$ cat config.mk
export PLATFORM = sky130hd
export DESIGN_NAME = dyn_prio_arbiter
export DESIGN_NICKNAME = d
export VERILOG_FILES = /design/src/rtl/dpa_pkg.sv /design/src/rtl/dpa_prio_regs.sv /design/src/rtl/dpa_pick.sv /design/src/rtl/dpa_grant_ctrl.sv /design/src/rtl/dyn_prio_arbiter.sv
export SDC_FILE = /design/constraint.sdc
export NUM_CORES = 1
export LEC_CHECK = 0
export CORE_MARGIN = 1.5
export CORE_UTILIZATION = 29
export CTS_CLUSTER_DIAMETER = 40
export DETAILED_ROUTE_END_ITERATION = 12
export SLEW_MARGIN = 20
export SYNTH_ARGS = -nofsm -noshare
export SYNTH_HDL_FRONTEND = slang
export SYNTH_SLANG_ARGS = --single-unit
export TNS_END_PERCENT = 50
$ cat constraint.sdc
create_clock -name clk -period 5.7 [get_ports clk]
set_input_delay 1.71 -clock clk [delete_from_list [all_inputs] [get_ports clk]]
set_output_delay 1.71 -clock clk [all_outputs]
set_load 0.02 [all_outputs]
$ cat src/rtl/dpa_pkg.sv
package dpa_pkg;
  function automatic int idx_bits(input int n);
    return (n > 1) ? $clog2(n) : 1;
  endfunction
endpackage

$ cat src/rtl/dpa_prio_regs.sv
module dpa_prio_regs #(
  parameter int N_PROC = 3,
  parameter int PRIO_W = 4
) (
  input  logic                     clk,
  input  logic                     rst_n,
  input  logic                     load,
  input  logic [N_PROC*PRIO_W-1:0] bus,
  output logic [N_PROC*PRIO_W-1:0] prio_q
);
  for (genvar i = 0; i < N_PROC; i++) begin : g_reg
    logic [PRIO_W-1:0] val_q;

    always_ff @(posedge clk or negedge rst_n) begin
      if (!rst_n) begin
        val_q <= '0;
      end else if (load) begin
        val_q <= bus[i*PRIO_W +: PRIO_W];
      end
    end

    assign prio_q[i*PRIO_W +: PRIO_W] = val_q;

    assert_load_capture_R5: assert property (@(posedge clk) disable iff (!rst_n)
      load |=> (val_q == $past(bus[i*PRIO_W +: PRIO_W])));
  end
endmodule

$ cat src/rtl/dpa_pick.sv
module dpa_pick #(
  parameter int N_PROC = 3,
  parameter int PRIO_W = 4,
  parameter int IW     = 2
) (
  input  logic [N_PROC-1:0]        req,
  input  logic [N_PROC*PRIO_W-1:0] prio,
  input  logic [IW-1:0]            last_idx,
  output logic                     any,
  output logic [IW-1:0]            win_idx
);
  logic [PRIO_W-1:0] best_p;
  int                pos;

  // Visit processors in rotated order, starting after the last one granted.
  // Only a strictly larger priority replaces the current pick, so the first
  // processor in rotation wins a tie.
  always_comb begin
    any     = 1'b0;
    win_idx = '0;
    best_p  = '0;
    pos     = 0;
    for (int k = 0; k < N_PROC; k++) begin
      pos = int'(last_idx) + 1 + k;
      if (pos >= N_PROC) pos = pos - N_PROC;
      if (pos >= N_PROC) pos = pos - N_PROC;
      if (req[pos] && (!any || (prio[pos*PRIO_W +: PRIO_W] > best_p))) begin
        any     = 1'b1;
        win_idx = IW'(pos);
        best_p  = prio[pos*PRIO_W +: PRIO_W];
      end
    end
  end
endmodule

$ cat src/rtl/dpa_grant_ctrl.sv
module dpa_grant_ctrl #(
  parameter int N_PROC = 3,
  parameter int IW     = 2
) (
  input  logic              clk,
  input  logic              rst_n,
  input  logic [N_PROC-1:0] req,
  input  logic              any,
  input  logic [IW-1:0]     win_idx,
  output logic [N_PROC-1:0] gnt,
  output logic [IW-1:0]     last_idx
);
  logic [N_PROC-1:0] gnt_q, gnt_d;
  logic [IW-1:0]     last_q, last_d;
  logic              owner_keep;
  logic              last_en;

  assign owner_keep = |(gnt_q & req);
  assign last_en    = !owner_keep && any;

  always_comb begin
    gnt_d  = gnt_q;
    last_d = last_q;
    if (!owner_keep) begin
      gnt_d = '0;
      if (any) begin
        gnt_d[win_idx] = 1'b1;
        last_d         = win_idx;
      end
    end
  end

  always_ff @(posedge clk or negedge rst_n) begin
    if (!rst_n) begin
      gnt_q  <= '0;
      last_q <= IW'(N_PROC - 1);
    end else begin
      gnt_q <= gnt_d;
      if (last_en) begin
        last_q <= last_d;
      end
    end
  end

  assign gnt      = gnt_q;
  assign last_idx = last_q;

  assert_gnt_onehot_R2: assert property (@(posedge clk) disable iff (!rst_n)
    $onehot0(gnt_q));

  assert_idle_release_R10: assert property (@(posedge clk) disable iff (!rst_n)
    (req == '0) |=> (gnt_q == '0));

  for (genvar i = 0; i < N_PROC; i++) begin : g_chk
    assert_hold_owner_R6: assert property (@(posedge clk) disable iff (!rst_n)
      (gnt_q[i] && req[i]) |=> gnt_q[i]);

    assert_grant_requested_R3: assert property (@(posedge clk) disable iff (!rst_n)
      $rose(gnt_q[i]) |-> $past(req[i]));
  end
endmodule

$ cat src/rtl/dyn_prio_arbiter.sv
module dyn_prio_arbiter
  import dpa_pkg::*;
#(
  parameter int N_PROC = 3,
  parameter int PRIO_W = 4
) (
  input  logic                     clk,
  input  logic                     rst_n,
  input  logic [N_PROC-1:0]        req,
  input  logic                     prio_load,
  input  logic [N_PROC*PRIO_W-1:0] prio_bus,
  output logic [N_PROC-1:0]        gnt
);
  localparam int IW = idx_bits(N_PROC);

  logic [N_PROC*PRIO_W-1:0] prio_q;
  logic [IW-1:0]            last_idx;
  logic [IW-1:0]            win_idx;
  logic                     any;

  dpa_prio_regs #(.N_PROC(N_PROC), .PRIO_W(PRIO_W)) u_regs (
    .clk    (clk),
    .rst_n  (rst_n),
    .load   (prio_load),
    .bus    (prio_bus),
    .prio_q (prio_q)
  );

  dpa_pick #(.N_PROC(N_PROC), .PRIO_W(PRIO_W), .IW(IW)) u_pick (
    .req      (req),
    .prio     (prio_q),
    .last_idx (last_idx),
    .any      (any),
    .win_idx  (win_idx)
  );

  dpa_grant_ctrl #(.N_PROC(N_PROC), .IW(IW)) u_ctrl (
    .clk      (clk),
    .rst_n    (rst_n),
    .req      (req),
    .any      (any),
    .win_idx  (win_idx),
    .gnt      (gnt),
    .last_idx (last_idx)
  );

  // A newly granted processor must not rank below any processor that was
  // requesting alongside it.
  for (genvar i = 0; i < N_PROC; i++) begin : g_win
    for (genvar j = 0; j < N_PROC; j++) begin : g_cmp
      if (i != j) begin : g_pair
        assert_highest_wins_R4: assert property (@(posedge clk) disable iff (!rst_n)
          ($rose(gnt[i]) && $past(req[j])) |->
            ($past(prio_q[i*PRIO_W +: PRIO_W]) >= $past(prio_q[j*PRIO_W +: PRIO_W])));
      end
    end
  end
endmodule

==> results.md <==
- The ratio of routed vias to standard cells is 5.133.
- The setup slack of the worst register-to-register path is 590 ps.
- The clock period could shrink to 5512 ps.
- The global-route wire length before repair is 6.644 mm.
- The tightest min-delay check is of the reg -> reg type.
- The number of nets produced by synthesis is 214.
- The die height is 78.15 um.
- The cell chosen for the clock root is sky130_fd_sc_hd__clkbuf_8.
- The post-route netlist has 27.57% of its cells at a drive strength greater than 1.
- Dividing the detail-routed wire length by the instance count gives 13.33 um.
- The filler cells instantiated in the layout total 578.
- Counting stages on the worst path, the most repeated cell is sky130_fd_sc_hd__ha_1.
- Of all cell types, the one taking the most synthesized area is sky130_fd_sc_hd__dfrtp_1.
- The post-synth design cell area is 1638 um^2.
- Routability-driven placement finished with a final weighted congestion of 0.9387.
- The overall routed net length is 3.813 mm.
- The combined global-route utilization of all metal layers is 13.59%.
- The minimum setup slack after placement is -240.7 ps.
- Of the post-synthesis cell area, the dominant cell type holds 24.45%.
- By area the synthesized netlist is led by sky130_fd_sc_hd__dfrtp_1 24%, sky130_fd_sc_hd__ha_1 12%, sky130_fd_sc_hd__mux2_2 11%.
- The combined buffer and inverter count along the critical path is 2.
- In this run the number of cells on the critical path is 18.
- The critical path ends at u_ctrl.gnt[1].
- The synthesized design contains 17 register bits.
- The number of antenna repair diodes is 0.
- The count of cells in the finished layout, fillers not included, comes to 286.
- The required time at the endpoint of the critical path is 5850 ps.
- The endpoint identified for the worst register-to-register timing path is u_ctrl.gnt[1].
- The clock drives 17 sinks.
- For the worst setup path, the data arrival time is 5670 ps.
- In this run the static leakage power is 0.8850 nW.
- The number of ports placed on the die boundary is 21.
- The clock-pin slew reported for the worst setup and hold paths after clock tree synthesis is 70 ps.
- By startpoint and endpoint, the worst setup path is classified as in -> reg.
- Across all setup checks in the final design, the least slack found is 188.3 ps.
- In this run the worst setup path begins at req[1].
- The first detailed-routing pass ran for 4 iterations.
- The run finished with clean final reports.
- In the final layout, flip-flops and latches occupy 426.7 um^2.
- The total number of placement rows is 27.
- At the later pin of the worst-skew pair, clock insertion delay measures 260 ps.
- For this block, the initial DRC count from the detailed router was 58.
- In this run the standard cell core region covers 5473 um^2.
- The most frequent standard cell in the layout excluding fill and tap cells is sky130_fd_sc_hd__nand2_1.
- In this run the critical register-to-register path is launched from u_ctrl.last_idx[1].
- The routed layout has 1468 vias.
- The TritonCTS clock tree is yes.
- The clock passes through at most 2 buffers.
- In the layout the commonest cells are 27 x sky130_fd_sc_hd__nand2_1, 19 x sky130_fd_sc_hd__clkdlybuf4s50_1, 17 x sky130_fd_sc_hd__buf_4, 16 x sky130_fd_sc_hd__ha_1, 16 x sky130_fd_sc_hd__dfrtp_1.
- The count of final hold-check violations is 0.
- Input and output buffers added on the ports amount to 20.
- The launching element type of the critical path is an input pin.
- The power density normalized to cell area is 695.7 nW/um^2.
- The DRC violation count after routing is 0.
- The number of global-route vias before repair came to 1448.
- The biggest cell delay along the critical path is 480 ps.
- Yosys printed 0 warnings.
- The worst register-to-register path has a depth of 19.
- The sequential fraction of the synthesis area is 26.05%.
- The largest vdd supply drop is 0.0002480 V.
- Dividing the synthesized area by the synthesized cell count gives 9.099 um^2.
- The final HPWL from detailed placement is 2.908 mm.
- After global routing the overflow that remains totals 0.
- The final hold slack is 526.7 ps.
- In this run, placement finished with an instance count of 279.
- The number of standard cells after synthesis is 180.
- The kind of cell adding the most delay to the critical path is compound AO/OA/AOI/OAI gates.
- Derived from the worst setup path, the maximum achievable clock frequency is 181.4 MHz.
- The measured slew at the worst slew-check pin is 867.8 ps.
- The completed layout was analyzed and its total power is 1.458 mW.
- The largest net degree at the start of global routing is 20.
- The area taken by multi-input logic gates is 1151 um^2.
- The number of nets at the end of the flow is 249.
- The area growth from synthesis to layout is 27.96%.
- The number of failing setup endpoints in the final timing report is 0.
- The number of antenna violations at the first check in global routing is 0.
- The largest fanout of any net on the critical path is 4.
- The relative slew slack is 42.14%.
- For the final database, setup skew stands at 0.9773 ps.
- The full die area is 6107 um^2.
- The number of distinct standard cells referenced by the synthesized netlist is 45.
- Once detail routing completed, the nets flagged for antenna violations numbered 0.
- The signal on the critical path passes through clkdlybuf4s50_1, nor3b_4, a21oi_4, nor2_4, nand2_1, ha_1, nor2b_1, o211ai_1, a21oi_2, o221ai_2, buf_4, mux2_2, ha_1, nand4b_1, nand3_1, a211o_1, a221o_1, a22o_1.
- In the finished design, the share of the clock period the worst path needs comes to 96.70%.
- In this run the number of H-tree levels came out at 1.
- Max-cap violations in this run came to 0.
- The count of final max-slew check failures is 0.
- Setup repair after global routing could not meet its margin everywhere.
- In this run the horizontal extent of the chip is 78.15 um.
- Clock tree synthesis inserted a total of 3 buffers.
- The slowest stage of the critical path belongs to the cell sky130_fd_sc_hd__clkdlybuf4s50_1.
- The starting density of the core is 29.93%.
- The endpoint type of the worst setup path is a flip-flop.
[state kept, by name, indices dropped and copies added, names as in the netlist]
| name | count |
|---|---|
| u_regs.g.val_q | 12 |
| u_ctrl.gnt | 3 |
| u_ctrl.last_idx | 2 |
[per-stage QoR]
stage | area (um^2) | util [%] | setup TNS, ps
floorplan | 1638 | - | 0
global placement | 1972 | 36.03 | -425.0
detailed placement | 1972 | 36.03 | -1081
CTS | 2021 | 36.92 | 0
global route | 2096 | 38.29 | -93.27
finish | 2096 | 38.29 | 0
[cell usage after synthesis, drive strengths merged]
library cell / number
o221ai: 2
o2bb2ai: 2
nand2: 27
a22oi: 1
inv: 13
and4: 1
a221oi: 1
mux2: 16
nor3b: 1
nor2: 6
and2b: 2
a2111o: 2
dfrtp: 16
and4b: 1
a21oi: 11
a211o: 1
nand2b: 1
o311ai: 1
nand3: 3
a221o: 1
nand4: 2
and2: 2
buf: 6
nor3: 1
ha: 16
o221a: 1
a211oi: 4
o21a: 1
dfstp: 1
o211ai: 2
nand3b: 1
a311o: 1
mux2i: 8
o21ai: 14
o21ba: 1
nor2b: 5
a22o: 3
clkbuf: 1
nand4b: 1
[layout make-up]
class	count	share of cell area (%)
inverters	13	2.328
flip-flops and latches	17	20.36
clock buffers	3	1.970
clock inverters	1	0.3582
well taps	72	4.299
multi-input cells	143	54.93
repair buffers	37	15.76
[where the power goes]
part	leakage (nW)	switching [mW]	internal, mW
Clock	0.0217	0.0476	0.0494
Combinational	0.662	0.605	0.578
Sequential	0.201	0.0271	0.151
Total	0.885	0.679	0.779
[per-layer routing]
layer  global-route usage (%)  up-vias  wire length, um
met4                    6.429        0               84
met3                   0.6977        5               76
met5                        0        -                0
met1                    18.14      713             1830
met2                    22.43       22             1821
li1                         -      728                -
[repair_timing]
item                                    in CTS  in global routing
hold buffers                                 0                  0
endpoints found under the hold margin        0                  0
setup buffers                                0                  3
resized for setup                            0                 13
endpoints found under the setup margin       0                  5
[kinds of logic (layout without fill, tap and decap cells)]
family          count (synthesis)  after routing  synth area share, %
simple gates                   54             54                16.96
compound gates                 49             49                22.15
mux                            24             24                15.89
buf+inv                        20             54                6.722
flops                          17             17                26.05
fa+ha+maj                      16             16                12.22
[worst min path at each step]
| stage | depth (start not counted) | startpoint | end | slack [ps] |
|---|---|---|---|---|
| after floorplan | 1 | u_regs.g_reg[0].val_q[1] | u_regs.g_reg[0].val_q[1] | 490 |
| after global placement | 2 | u_ctrl.gnt[2] | u_ctrl.gnt[2] | 510 |
| after detailed placement | 1 | u_regs.g_reg[0].val_q[2] | u_regs.g_reg[0].val_q[2] | 520 |
| after CTS | 1 | u_regs.g_reg[0].val_q[2] | u_regs.g_reg[0].val_q[2] | 540 |
| after global routing | 1 | u_ctrl.gnt[1] | u_ctrl.gnt[1] | 570 |
| final | 1 | u_regs.g_reg[0].val_q[2] | u_regs.g_reg[0].val_q[2] | 530 |
(Power assumes the default switching activity.)
